**src/rtl/mxb_pkg.sv**
```systemverilog
package mxb_pkg;

  typedef enum logic [1:0] {
    PH_IDLE = 2'd0,
    PH_ADDR = 2'd1,
    PH_DATA = 2'd2
  } mxb_phase_e;

  // Number of clock periods that cover the required data setup time before
  // the write strobe may rise; never less than one.
  function automatic int unsigned strobe_delay_cycles(input int unsigned hold_ns,
                                                      input int unsigned clk_ns);
    int unsigned n;
    if (clk_ns == 0) return 1;
    n = (hold_ns + clk_ns - 1) / clk_ns;
    return (n == 0) ? 1 : n;
  endfunction

endpackage

```
**src/rtl/mxb_delay_line.sv**
```systemverilog
module mxb_delay_line #(
  parameter int unsigned DEPTH = 1
) (
  input  logic clk,
  input  logic clr_n,
  input  logic d,
  output logic q
);

  generate
    if (DEPTH <= 1) begin : g_single
      logic stage_q;
      always_ff @(posedge clk or negedge clr_n) begin
        if (!clr_n) stage_q <= 1'b0;
        else        stage_q <= d;
      end
      assign q = stage_q;
    end else begin : g_chain
      logic [DEPTH-1:0] chain_q;
      always_ff @(posedge clk or negedge clr_n) begin
        if (!clr_n) chain_q <= '0;
        else        chain_q <= {chain_q[DEPTH-2:0], d};
      end
      assign q = chain_q[DEPTH-1];
    end
  endgenerate

endmodule

```
**src/rtl/mxb_phase_ctrl.sv**
```systemverilog
module mxb_phase_ctrl
  import mxb_pkg::*;
#(
  parameter int unsigned WR_CYC = 10
) (
  input  logic       clk,
  input  logic       rst_n,
  input  logic       iorq_n,
  input  logic       rd_n,
  input  logic       wr_n,
  input  logic       sel_n,
  output logic       addr_en,
  output logic       wdat_en,
  output logic       rdat_en,
  output logic       ale,
  output logic       ds_n,
  output logic       rw_n,
  output logic       cs_n,
  output mxb_phase_e phase
);

  localparam int unsigned CW = $clog2(WR_CYC + 1) + 1;

  // Named internal events, brought out for the assertions.
  logic clr_n;      // both delay chains cleared while low
  logic active;     // an access to this device is in progress
  logic dphase;     // data phase: select delayed by one clock
  logic wr_ok;      // data phase delayed far enough for a write edge

  assign clr_n  = rst_n & ~sel_n;
  assign active = rst_n & ~sel_n;

  mxb_delay_line #(.DEPTH(1)) u_dphase (
    .clk   (clk),
    .clr_n (clr_n),
    .d     (1'b1),
    .q     (dphase)
  );

  mxb_delay_line #(.DEPTH(WR_CYC)) u_wrdly (
    .clk   (clk),
    .clr_n (clr_n),
    .d     (dphase),
    .q     (wr_ok)
  );

  assign ale     = active & ~iorq_n & ~dphase;
  assign addr_en = ale;
  assign wdat_en = active & dphase & rd_n;
  assign rdat_en = active & dphase & ~rd_n;
  assign ds_n    = rd_n | ~dphase;
  assign rw_n    = wr_n | ~wr_ok;
  assign cs_n    = sel_n;

  always_comb begin
    if (!active)     phase = PH_IDLE;
    else if (dphase) phase = PH_DATA;
    else             phase = PH_ADDR;
  end

  // Checker counter: clocks spent in the data phase, sampled synchronously.
  logic [CW-1:0] dcnt_q;
  always_ff @(posedge clk) begin
    if (!rst_n || !dphase)             dcnt_q <= '0;
    else if (dcnt_q < CW'(WR_CYC))     dcnt_q <= dcnt_q + 1'b1;
  end

  // no drive and no strobe while deselected
  p_idle_r1: assert property (@(posedge clk) disable iff (!rst_n)
    sel_n |-> (!addr_en && !wdat_en && !rdat_en && ds_n && rw_n && !ale));

  // one clock after select the access is in its data phase
  p_dphase_r3: assert property (@(posedge clk) disable iff (!rst_n)
    !sel_n |=> (sel_n || phase == PH_DATA));

  // address and write-data drivers are exclusive
  p_excl_r4: assert property (@(posedge clk) disable iff (!rst_n)
    !(addr_en && wdat_en));

  // data strobe only for a read in the data phase
  p_ds_r5: assert property (@(posedge clk) disable iff (!rst_n)
    !ds_n |-> (!rd_n && phase == PH_DATA && rdat_en));

  // write enable only after the full setup window
  p_wr_wait_r7: assert property (@(posedge clk) disable iff (!rst_n)
    wr_ok |-> (dcnt_q >= CW'(WR_CYC)));

  // a low write strobe needs the processor write strobe
  p_rw_src_r7: assert property (@(posedge clk) disable iff (!rst_n)
    !rw_n |-> (!wr_n && phase == PH_DATA));

endmodule

```
**src/rtl/mxb_datapath.sv**
```systemverilog
module mxb_datapath #(
  parameter int unsigned BUS_W = 8
) (
  input  logic             addr_en,
  input  logic             wdat_en,
  input  logic             rdat_en,
  input  logic [BUS_W-1:0] cpu_addr,
  input  logic [BUS_W-1:0] cpu_wdata,
  input  logic [BUS_W-1:0] ad_i,
  output logic [BUS_W-1:0] ad_o,
  output logic             ad_oe,
  output logic [BUS_W-1:0] cpu_rdata,
  output logic             cpu_rd_oe
);

  // Shared-bus side: address in the first phase, write data afterwards.
  assign ad_o      = addr_en ? cpu_addr : cpu_wdata;
  assign ad_oe     = addr_en | wdat_en;

  // Processor side: pass the peripheral's data back only during a read.
  assign cpu_rdata = ad_i;
  assign cpu_rd_oe = rdat_en;

endmodule

```
**src/rtl/mxb_bridge.sv**
```systemverilog
module mxb_bridge
  import mxb_pkg::*;
#(
  parameter int unsigned BUS_W   = 8,
  parameter int unsigned CLK_NS  = 10,
  parameter int unsigned HOLD_NS = 100
) (
  input  logic             clk,
  input  logic             rst_n,
  input  logic             iorq_n,
  input  logic             rd_n,
  input  logic             wr_n,
  input  logic             sel_n,
  input  logic [BUS_W-1:0] cpu_addr,
  input  logic [BUS_W-1:0] cpu_wdata,
  output logic [BUS_W-1:0] cpu_rdata,
  output logic             cpu_rd_oe,
  output logic [BUS_W-1:0] ad_o,
  output logic             ad_oe,
  input  logic [BUS_W-1:0] ad_i,
  output logic             ale,
  output logic             ds_n,
  output logic             rw_n,
  output logic             cs_n
);

  localparam int unsigned WR_CYC = strobe_delay_cycles(HOLD_NS, CLK_NS);

  logic       addr_en;
  logic       wdat_en;
  logic       rdat_en;
  mxb_phase_e phase;

  mxb_phase_ctrl #(.WR_CYC(WR_CYC)) u_ctl (
    .clk     (clk),
    .rst_n   (rst_n),
    .iorq_n  (iorq_n),
    .rd_n    (rd_n),
    .wr_n    (wr_n),
    .sel_n   (sel_n),
    .addr_en (addr_en),
    .wdat_en (wdat_en),
    .rdat_en (rdat_en),
    .ale     (ale),
    .ds_n    (ds_n),
    .rw_n    (rw_n),
    .cs_n    (cs_n),
    .phase   (phase)
  );

  mxb_datapath #(.BUS_W(BUS_W)) u_dp (
    .addr_en   (addr_en),
    .wdat_en   (wdat_en),
    .rdat_en   (rdat_en),
    .cpu_addr  (cpu_addr),
    .cpu_wdata (cpu_wdata),
    .ad_i      (ad_i),
    .ad_o      (ad_o),
    .ad_oe     (ad_oe),
    .cpu_rdata (cpu_rdata),
    .cpu_rd_oe (cpu_rd_oe)
  );

  // bridge and peripheral never drive the shared bus together
  p_bus_r4: assert property (@(posedge clk) disable iff (!rst_n)
    !(ad_oe && !ds_n));

  // idle phase leaves both data paths undriven
  p_idle_bus_r1: assert property (@(posedge clk) disable iff (!rst_n)
    (phase == PH_IDLE) |-> (!ad_oe && !cpu_rd_oe && cs_n == sel_n));

  // the address phase presents the address with its strobe
  p_addr_r3: assert property (@(posedge clk) disable iff (!rst_n)
    ale |-> (ad_oe && ad_o == cpu_addr && phase == PH_ADDR));

endmodule

```
**config.mk**
```make
export PLATFORM = sky130hd
export DESIGN_NAME = mxb_bridge
export DESIGN_NICKNAME = d
export VERILOG_FILES = /design/src/rtl/mxb_pkg.sv /design/src/rtl/mxb_delay_line.sv /design/src/rtl/mxb_phase_ctrl.sv /design/src/rtl/mxb_datapath.sv /design/src/rtl/mxb_bridge.sv
export SDC_FILE = /design/constraint.sdc
export NUM_CORES = 1
export LEC_CHECK = 0
export BUFFER_PORTS_ARGS = -buffer_cell sky130_fd_sc_hd__buf_2
export CAP_MARGIN = 20
export CORE_MARGIN = 2
export CORE_UTILIZATION = 30
export CTS_BUF_LIST = sky130_fd_sc_hd__clkbuf_16
export CTS_CLUSTER_DIAMETER = 80
export CTS_CLUSTER_SIZE = 24
export DETAILED_ROUTE_END_ITERATION = 10
export PLACE_DENSITY = 0.73
export SYNTH_ARGS = -nofsm -noshare
export SYNTH_HDL_FRONTEND = slang
export SYNTH_SLANG_ARGS = --single-unit
export TNS_END_PERCENT = 100
```
**constraint.sdc**
```tcl
create_clock -name clk -period 1.45 [get_ports clk]
set_clock_uncertainty 0.1 [all_clocks]
set_input_delay 0.0725 -clock clk [delete_from_list [all_inputs] [get_ports clk]]
set_output_delay 0.0725 -clock clk [all_outputs]
set_load 0.05 [all_outputs]
```
==> Word-level counts from Yosys, hierarchy flattened <==
Index checks and enable logic that the tools add are counted.
{ "word_totals": {"register_bits": 11, "in_bits": 30, "output_inout_bits": 22, "word_cells": 17} }
{ "op_classes": {"mux": 1, "n_bitwise": 14} }
{ "ops": {"columns": ["op", "count"], "rows": [
  ["two-way mux 8 bit", 1],
  ["bitwise AND 1 bit", 6],
  ["NOT 1 bit", 5],
  ["bitwise OR 1 bit", 3]
]} }

==> Longest topological paths before layout <==
Gate-level depths: netlist of the first run.
{ "depth": {"word_depth": 5, "mapped_depth": 2} }

==> By module <==
Synthesis of the first run repeated with hierarchy kept, for this count alone.
{ "hier_totals": {"cells_unflattened": 41, "area_unflattened_um2": 575.6} }
{ "by_module_without_submodules": {"columns": ["module", "instances", "cells_per_inst", "area_each_um2", "seq_area_each_um2"], "rows": [
  ["mxb_delay_line (u_ctl.u_wrdly)", 1, 10, 250.2, 250.2],
  ["mxb_datapath", 1, 19, 205.2, 0.0],
  ["mxb_phase_ctrl", 1, 11, 95.1, 0.0],
  ["mxb_delay_line (u_ctl.u_dphase)", 1, 1, 25.0, 25.0]
]} }

==> Worst setup path before layout of the first run <==
No wires, ideal clock.
{ "synth_path": {"kind": "register to output", "from": "register u_ctl.u_dphase.g_single.stage_q, in the netlist u_ctl.u_dphase.q", "to": "output port cpu_rd_oe", "t_arrival_ps": 2068, "t_required_ps": 1278, "slack_ps": -790, "stages_incl_launch_ff": 3, "cell_sequence": "dfrtp_1 > or2b_1 > nor3b_1"} }
{ "synth_via": {"elab_chain_len": 2} }
{ "synth_rtl": {"columns": ["item", "line", "source"], "rows": [
  ["start, declared", "mxb_delay_line.sv:12", "logic stage_q;"],
  ["start signal, assigned", "mxb_delay_line.sv:14", "if (!clr_n) stage_q <= 1'b0;"],
  ["start signal, assigned", "mxb_delay_line.sv:15", "else stage_q <= d;"],
  ["bitwise AND 1 bit (2 in series)", "mxb_phase_ctrl.sv:50", "assign rdat_en = active & dphase & ~rd_n;"],
  ["end, declared", "mxb_bridge.sv:17", "output logic cpu_rd_oe,"]
]} }
No other way between the ends.

==> Worst setup path in the final report of the first run <==
{ "layout_path": {"from": "register u_ctl.u_dphase.g_single.stage_q, in the netlist u_ctl.u_dphase.q", "to": "output port ad_o[0]"} }
{ "layout_via": {"elab_chain_len": 3} }
{ "layout_rtl": {"columns": ["item", "line", "source"], "rows": [
  ["NOT 1 bit", "mxb_phase_ctrl.sv:47", "assign ale = active & ~iorq_n & ~dphase;"],
  ["bitwise AND 1 bit", "mxb_phase_ctrl.sv:47", null],
  ["two-way mux 8 bit", "mxb_datapath.sv:17", "assign ad_o = addr_en ? cpu_addr : cpu_wdata;"],
  ["end, declared", "mxb_bridge.sv:18", "output logic [BUS_W-1:0] ad_o,"]
]} }
No other way between the ends.

==> results of run 1 <==
Yosys cell counts:
master / number
sky130_fd_sc_hd__dfrtp_1: 11
sky130_fd_sc_hd__buf_4: 9
sky130_fd_sc_hd__mux2_2: 8
sky130_fd_sc_hd__nand2b_1: 2
sky130_fd_sc_hd__and3_1: 1
sky130_fd_sc_hd__conb_1: 1
sky130_fd_sc_hd__nor2b_1: 1
sky130_fd_sc_hd__nor3b_1: 1
sky130_fd_sc_hd__nor4b_4: 1
sky130_fd_sc_hd__or2b_1: 1
layout make-up:
cell class | count | area (sq um)
Fill cell | 134 | 686
Timing Repair Buffer | 42 | 310
Sequential cell | 11 | 275
Multi-Input combinational cell | 16 | 171
Clock buffer | 3 | 75.1
Tap cell | 16 | 20.0
Clock inverter | 1 | 3.75
critical path, cell delays in order, from the launching register on:
cell and delay, ps:
sky130_fd_sc_hd__dfrtp_1 400, sky130_fd_sc_hd__nor4b_4 230, sky130_fd_sc_hd__buf_6 170, sky130_fd_sc_hd__mux2_2 350
sky130_fd_sc_hd__buf_6 150
worst max-delay path by stage:
| stage | cells after the start | startpoint | endpoint | slack, ps |
|---|---|---|---|---|
| 2_1_floorplan | 2 | u_ctl.u_dphase.q | ad_o[0] | -520 |
| 3_3_place_gp | 4 | u_ctl.u_dphase.q | ad_o[0] | -50 |
| 3_5_place_dp | 4 | u_ctl.u_dphase.q | ad_o[7] | -80 |
| 4_1_cts | 4 | u_ctl.u_dphase.q | ad_o[1] | -270 |
| 5_1_grt | 4 | u_ctl.u_dphase.q | ad_o[7] | -310 |
| 6_report | 4 | u_ctl.u_dphase.q | ad_o[0] | -270 |
timing repair:
action	in CTS	in global routing
hold buffers	1	0
hold endpoints to repair	11	0
pin swaps	1	0
resized for setup	26	1
setup buffers	2	0
setup endpoints to repair	11	12
kinds of logic (layout without fill, tap and decap cells):
kind of cell           after synthesis  in the layout
DFF                                 11             11
buffers and inverters                9             46
muxes                                8              8
and+or+nand+nor                      7              7
other                                1              1
report_power, final:
part / leakage, nW / total [W] / internal, W / switching [W]
registers: 0.135 / 0.000330 / 0.000324 / 0.00000632
logic: 0.258 / 0.000210 / 0.0000906 / 0.000119
clock network: 0.0423 / 0.000487 / 0.000361 / 0.000126
total: 0.435 / 0.00103 / 0.000775 / 0.000251
metrics by stage:
step	worst slack, ps	power, W	setup TNS, ps
after floorplan	-518	0.000505	-4500
after global placement	-45.1	0.000502	-340
after detailed placement	-75.8	0.000506	-569
after CTS	-271	0.00105	-2660
after global routing	-306	0.00108	-3030
final	-266	0.00103	-2570
sequential cells by signal, indices dropped and copies added (netlist names):
register and flops:
u_ctl.u_wrdly.g_chain.chain_q 10, u_ctl.u_dphase.q 1
metal layers:
metal	up-vias	global-route usage	share of wire
met5	-	0	0
met3	2	0.0800	0.12
met1	192	0.137	0.32
met4	0	0.0412	0.0039
li1	184	-	-
met2	36	0.255	0.55
==> results.txt, run 1 <==
----------------------------------------------------
[Floorplan]
  Die Footprint ... between 2000 and 2500 sq um
  Standard-cell row count ... 14
  Initial Utilization ... 0.325
  Die Wd ... 44.8 microns
  Number of placed I/O pins ... 52
  Die Height ... approximately 45 microns
  Total core area ... 1540 sq um

[Routing]
  Number of DRC markers after the initial detailed-route iteration ... 5
  Wirelength, routed ... 1270 microns
  Number of antenna-violating nets in the routed design ... 0
  DRC violation count after routing ... 0
  Routed length per instance ... 14.3 microns
  Vias per cell ... 4.65
  Vias after detailed routing ... 414
  DR pass1 iterations ... 2

[Timing]
  Clock period minus worst slack ... 1720 ps
  Post-route clock period utilization ... 1.18
  Worst hold margin ... 6.95 ps
  Maximum clock frequency ... between 500 and 600 MHz
  Final hold viol count ... 0
  PnR worst setup slack ... -266 ps
  Number of setup violations in the final report ... 12
  RSZ-0062 raised after global routing ... true
  Fin. max-slew vios ... 0

[Placed design]
  Placer congestion estimate ... roughly 0.65
  Placed Cells incl. Taps ... between 80 and 90
  Sum of net half-perimeters after detailed placement ... roughly 900 microns
  Placed standard-cell area ... between 600 and 700 sq um
  Count of port buffers added during placement ... 35

[Synth]
  Library cell occupying the most area in the post-synthesis netlist ... sky130_fd_sc_hd__dfrtp_1
  Largest family of logic cells by synthesized area ... multiplexers
  Synthesized area ... approximately 500 sq um
  Post-synth top area share ... 0.550
  Fraction of the yosys area taken by sequential cells ... 0.550
  Mean cell area of the mapped netlist ... 13.9 sq um
  Number of different library cells in the post-synthesis netlist ... 10
  Post-synthesis xor/xnor area fraction ... 0
  Simple logic cell fraction of the synthesized area ... 0.128
  Synth Area in Adders ... 0
  Cell types occupying the most area after synthesis ... sky130_fd_sc_hd__dfrtp_1, sky130_fd_sc_hd__mux2_2, sky130_fd_sc_hd__buf_4
  Post-synthesis register bit count ... 11
  Cells after synthesis ... 36
  Number of warning messages in the yosys log ... 0
  Synth Net Count ... 66
  Multiplexer share of the synthesized area ... 0.180
  Compound-Gate Fraction of Synth Area ... 0

[Worst setup path]
  Critical path capture point type ... output pin
  Worst R2R End ... u_ctl.u_wrdly.g_chain.chain_q[0]
  Required time worst endpoint ... 1280 ps
  Crit path arrival time ... ~1500 ps
  Critical path class ... flop to output pin
  Count of cells along the worst register-to-register path ... 2
  Worst R2R Setup Slack ... 580 ps
  Startpoint of the most critical register-to-register path ... u_ctl.u_dphase.q
  Crit-path max FO ... 9
  Startpoint class of the critical path ... flop

[Power and ir drop]
  Total power per unit cell area ... 1200 nW/um^2
  Leakage component of the power ... 0.435 nW
  Worst vdd rail ir drop ... about 0.75 mV

[Finish]
  Number of nets at the end of the flow ... 104
  Final Instance Area ... 856 sq um
  Leading cell type in the layout, fill and taps excluded ... sky130_fd_sc_hd__buf_2
  Fraction of layout cells with a size suffix above 1 ... 0.753
  Final antenna diode count ... 0
  Area Growth Syn to Fin ... 71.0%
  Commonest cells after routing, fill and taps aside ... sky130_fd_sc_hd__buf_2, sky130_fd_sc_hd__buf_6, sky130_fd_sc_hd__dfrtp_1
  Non-filler instance count after layout ... 89
  Post-layout util ... 0.555

[Clock network]
  Clock transition at the registers of the reported paths ... roughly 40 ps
  Clock latency on the worst-skew pair ... 230 ps
  Clock Sink Count ... 11
  Number of buffers created by CTS ... 3
  H-tree depth ... 1
  Clock tree from TritonCTS ... yes
  Cell chosen for the clock root ... sky130_fd_sc_hd__clkbuf_16
  Maximum number of buffers from clock root to sink ... 2

[Global route]
  GRT Total Usage ... 0.142
  Largest net degree at the start of global routing ... 12
  First-pass GRT wire length ... roughly 1900 microns
  GRT Residual Overflow ... 0
  Antenna violations before repair ... 0
  Vias in the first global route ... approximately 450

[Min path]
  Worst min-delay path class ... input pin to async pin

[Run]
  Count of max-cap constraint violations ... 0

[Status]
  Run status ... finished, violations left
  Violated checks ... setup timing

----------------------------------------------------
Power figures use the tool's default switching activity.
==> run 2: changes to the inputs <==
--- a/config.mk
+++ b/config.mk
@@ -5,15 +5,18 @@
 export SDC_FILE = /design/constraint.sdc
 export NUM_CORES = 1
 export LEC_CHECK = 0
+export ABC_AREA = 1
 export BUFFER_PORTS_ARGS = -buffer_cell sky130_fd_sc_hd__buf_2
 export CAP_MARGIN = 20
 export CORE_MARGIN = 2
-export CORE_UTILIZATION = 30
+export CORE_UTILIZATION = 31
 export CTS_BUF_LIST = sky130_fd_sc_hd__clkbuf_16
 export CTS_CLUSTER_DIAMETER = 80
 export CTS_CLUSTER_SIZE = 24
 export DETAILED_ROUTE_END_ITERATION = 10
-export PLACE_DENSITY = 0.73
+export HOLD_SLACK_MARGIN = 0.06
+export PLACE_DENSITY = 0.72
+export SLEW_MARGIN = 10
 export SYNTH_ARGS = -nofsm -noshare
 export SYNTH_HDL_FRONTEND = slang
 export SYNTH_SLANG_ARGS = --single-unit
==> results.txt, run 2 <==
----------------------------------------------------
[Power and ir drop]
  Sequential group share of total power ... 0.303 (-0.019)
  Internal power contribution ... 0.000776 W (about the same)
  Overall power ... 0.00110 W (+6.9%)
  Fraction of power consumed by the clock network ... 0.442 (-0.032)
  Combinational fraction of design power ... 0.255 (+0.051)
  Leakage component of the power ... 0.525 nW (+21%)
  Total power per unit cell area ... 1140 nW/um^2 (-4.9%)
  Total net switching power ... 0.000322 W (+28%)
  Switching Fraction ... 0.293 (+0.0485)
  Worst vdd rail ir drop ... 0.747 mV (-0.94%)

[Timing]
  Maximum clock frequency ... 688 MHz (+18%)
  PnR worst setup slack ... -3.52 ps (+263 ps)
  Slew of the pin with the lowest slew margin ... 504 ps
  Final hold viol count ... 0 (unchanged)
  RSZ-0062 raised after global routing ... true
  Number of setup violations in the final report ... 2 (-10)
  Clock period minus worst slack ... 1450 ps (-263 ps)
  Max_slew headroom ... 0.663
  Fin. max-slew vios ... 0 (unchanged)
  Post-route clock period utilization ... 1.00 (-0.181)

[Routing]
  DRC violation count after routing ... 0 (unchanged)
  Met2 wire len ... 688 microns (-2.3%)
  Number of DRC markers after the initial detailed-route iteration ... 1 (-4)
  Sum of met3 wire segment lengths after detailed routing ... 110 microns (-30%)
  Vias per cell ... 4.21 (-9.5%)
  Highest signal layer in the routed design ... met3
  Vias after detailed routing ... 526 (+27%)
  Routed length per instance ... 10.8 microns (-24%)
  DR pass1 iterations ... 3 (+1)
  Number of antenna-violating nets in the routed design ... 0 (unchanged)
  M1 wire length ... 556 microns (+39%)
  Wirelength, routed ... 1360 microns (+6.7%)

[Finish]
  Area Growth Syn to Fin ... 74.0%
  Post-layout util ... 0.563 (+0.00818)
  Commonest cells after routing, fill and taps aside ... sky130_fd_sc_hd__buf_2, sky130_fd_sc_hd__nand2_1, sky130_fd_sc_hd__buf_6, sky130_fd_sc_hd__dfrtp_1, sky130_fd_sc_hd__dlygate4sd3_1
  Number of flip-flops under the largest register name ... 10 (unchanged)
  Leading cell type in the layout, fill and taps excluded ... sky130_fd_sc_hd__buf_2
  Fraction of layout cells with a size suffix above 1 ... 0.510 (-0.243)
  Number of nets at the end of the flow ... 131 (+26%)
  Final antenna diode count ... 0 (unchanged)
  Register ranked first by flip-flop count ... u_ctl.u_wrdly.g_chain.chain_q

[Synth]
  Most frequent cells after synthesis ... sky130_fd_sc_hd__nand2_1, sky130_fd_sc_hd__dfrtp_1, sky130_fd_sc_hd__buf_4
  Number of enable-type register cells in the synthesized netlist ... 0 (unchanged)
  Cells after synthesis ... 59 (+64%)
  Library cell occupying the most area in the post-synthesis netlist ... sky130_fd_sc_hd__dfrtp_1
  Async set-or-reset flop fraction in the synthesized netlist ... 1.00 (unchanged)
  Synth Net Count ... 89 (+35%)
  Number of different library cells in the post-synthesis netlist ... 11 (+1)
  Number of warning messages in the yosys log ... 0 (unchanged)
  Cell types occupying the most area after synthesis ... sky130_fd_sc_hd__dfrtp_1, sky130_fd_sc_hd__nand2_1, sky130_fd_sc_hd__buf_4
  Largest family of logic cells by synthesized area ... simple AND/OR/NAND/NOR gates
  Multiplexer share of the synthesized area ... 0 (-0.180)
  Synth Area in Adders ... 0 (unchanged)
  Primary flip-flop cell chosen by synthesis mapping ... sky130_fd_sc_hd__dfrtp_1
  Compound-Gate Fraction of Synth Area ... 0.0158 (+0.0158)
  Mean cell area of the mapped netlist ... 9.37 sq um (-33%)
  Fraction of the yosys area taken by sequential cells ... 0.498 (-0.0523)
  Synthesized area ... 553 sq um (+10%)
  Post-synthesis register bit count ... 11 (unchanged)
  Post-synth top area share ... 0.498 (-0.0523)
  Simple logic cell fraction of the synthesized area ... 0.324 (+0.196)
  Most common cell in the netlist ... sky130_fd_sc_hd__nand2_1
  Post-synthesis xor/xnor area fraction ... 0 (unchanged)

[Global route]
  First-pass GRT wire length ... 1930 microns (+0.73%)
  Antenna violations before repair ... 0 (unchanged)
  Vias in the first global route ... 460 (+2.9%)
  GRT Total Usage ... 0.131 (-0.0105)
  GRT Residual Overflow ... 0 (unchanged)
  Largest net degree at the start of global routing ... 12 (unchanged)

[Worst setup path]
  Worst R2R Setup Slack ... 740 ps (+160 ps)
  Crit-path max FO ... 6 (-3)
  Crit path arrival time ... 1280 ps (-260 ps)
  Critical path capture point type ... output pin
  Startpoint class of the critical path ... flop
  Worst R2R End ... u_ctl.u_wrdly.g_chain.chain_q[0]
  Critical path class ... flop to output pin
  Count of cells along the worst register-to-register path ... 0 (-2)
  Required time worst endpoint ... 1280 ps (about the same)
  Startpoint of the most critical register-to-register path ... u_ctl.u_dphase.q
  Crit path from ... u_ctl.u_dphase.q

[Min path]
  Cells on Worst Hold Path ... 0
  Hold Path Origin ... u_ctl.u_wrdly.g_chain.chain_q[1]
  Worst min-delay path class ... flop to flop
  End point of the most critical hold path ... u_ctl.u_wrdly.g_chain.chain_q[2]

[Clock network]
  Maximum number of buffers from clock root to sink ... 2 (unchanged)
  Clock latency on the worst-skew pair ... 230 ps (about the same)
  Clock Sink Count ... 11 (unchanged)
  Number of buffers created by CTS ... 3 (unchanged)
  Buffers inserted during post-CTS setup optimization ... 0 (-2)
  Clock tree from TritonCTS ... yes
  Cell chosen for the clock root ... sky130_fd_sc_hd__clkbuf_16
  H-tree depth ... 1 (unchanged)
  Clock transition at the registers of the reported paths ... 40 ps (about the same)

[Floorplan]
  Die Wd ... 46.2 microns (+3.1%)
  Initial Utilization ... 0.324 (-0.000866)
  Total core area ... 1710 sq um (+11%)
  Standard-cell row count ... 15 (+1)
  Die Height ... 46.2 microns (+3.1%)
  Number of placed I/O pins ... 52 (unchanged)
  Die Footprint ... 2140 sq um (+6.3%)

[Status]
  Violated checks ... setup timing
  Run status ... finished, violations left

[Placed design]
  Count of port buffers added during placement ... 35 (unchanged)
  Sum of net half-perimeters after detailed placement ... 815 microns (-9.1%)
  Placer congestion estimate ... 0.672 (+2.7%)
  Placement Setup Slack ... 137 ps (+213 ps)

[Run]
  Count of max-cap constraint violations ... 0 (unchanged)

----------------------------------------------------
-- run 2: layer usage --
metal,up-vias,track usage
met4,0,0.0514
met5,-,0
li1,258,-
met1,238,0.161
met3,0,0.0392
met2,30,0.214
-- run 2: cell families after synthesis --
| kind of cell | count (synthesis) |
|---|---|
| AO/OA/AOI/OAI | 1 |
| buffers and inverters | 14 |
| other | 1 |
| AND/OR/NAND/NOR | 32 |
| flip-flops | 11 |
-- run 2: power groups by stage --
stage	Sequential, W	Combinational (W)	Clock, W
final	0.000333	0.000280	0.000485
after detailed placement	0.000336	0.000185	0
after floorplan	0.000333	0.000188	0
after global routing	0.000334	0.000297	0.000506
after global placement	0.000334	0.000183	0
after CTS	0.000334	0.000276	0.000495
-- run 2: metrics by stage --
step / TNS, ps / instances / instance area (sq um) / hold WS (ps)
after floorplan: 0 / 59 / 561 / -155
after global placement: 0 / 110 / 699 / 18.8
after detailed placement: 0 / 110 / 699 / 29.5
after CTS: 0 / 124 / 940 / 255
after global routing: -375 / 125 / 962 / 258
final: -5.24 / 125 / 962 / 251
-- run 2: critical path, cell delays in order, from the launching register on --
cell and delay (ps):
sky130_fd_sc_hd__dfrtp_2 470, sky130_fd_sc_hd__nor2_8 200, sky130_fd_sc_hd__nand2_4 110, sky130_fd_sc_hd__nand2_1 70, sky130_fd_sc_hd__nand2_1 50, sky130_fd_sc_hd__buf_6 150
-- run 2: area by class of cell --
| cell class | instances | area (sq um) |
|---|---|---|
| inverters | 5 | 18.8 |
| clock buffers | 3 | 75.1 |
| flip-flops and latches | 11 | 277 |
| well taps | 25 | 31.3 |
| clock inverters | 1 | 3.75 |
| repair buffers | 44 | 328 |
| fillers | 158 | 746 |
| multi-input cells | 36 | 229 |
-- run 2: how the worst max path moves through the flow --
stage                           end  depth (start not counted)
after floorplan           cpu_rd_oe                          2
after global placement        ad_oe                          4
after detailed placement      ad_oe                          4
after CTS                   ad_o[5]                          5
after global routing        ad_o[7]                          5
final                       ad_o[5]                          5
-- run 2: timing repair --
item	in CTS	in global routing
hold endpoints to repair	19	0
gates cloned	1	1
hold buffers	9	0
resized for setup	20	4
setup endpoints to repair	10	9
pin swaps	1	0
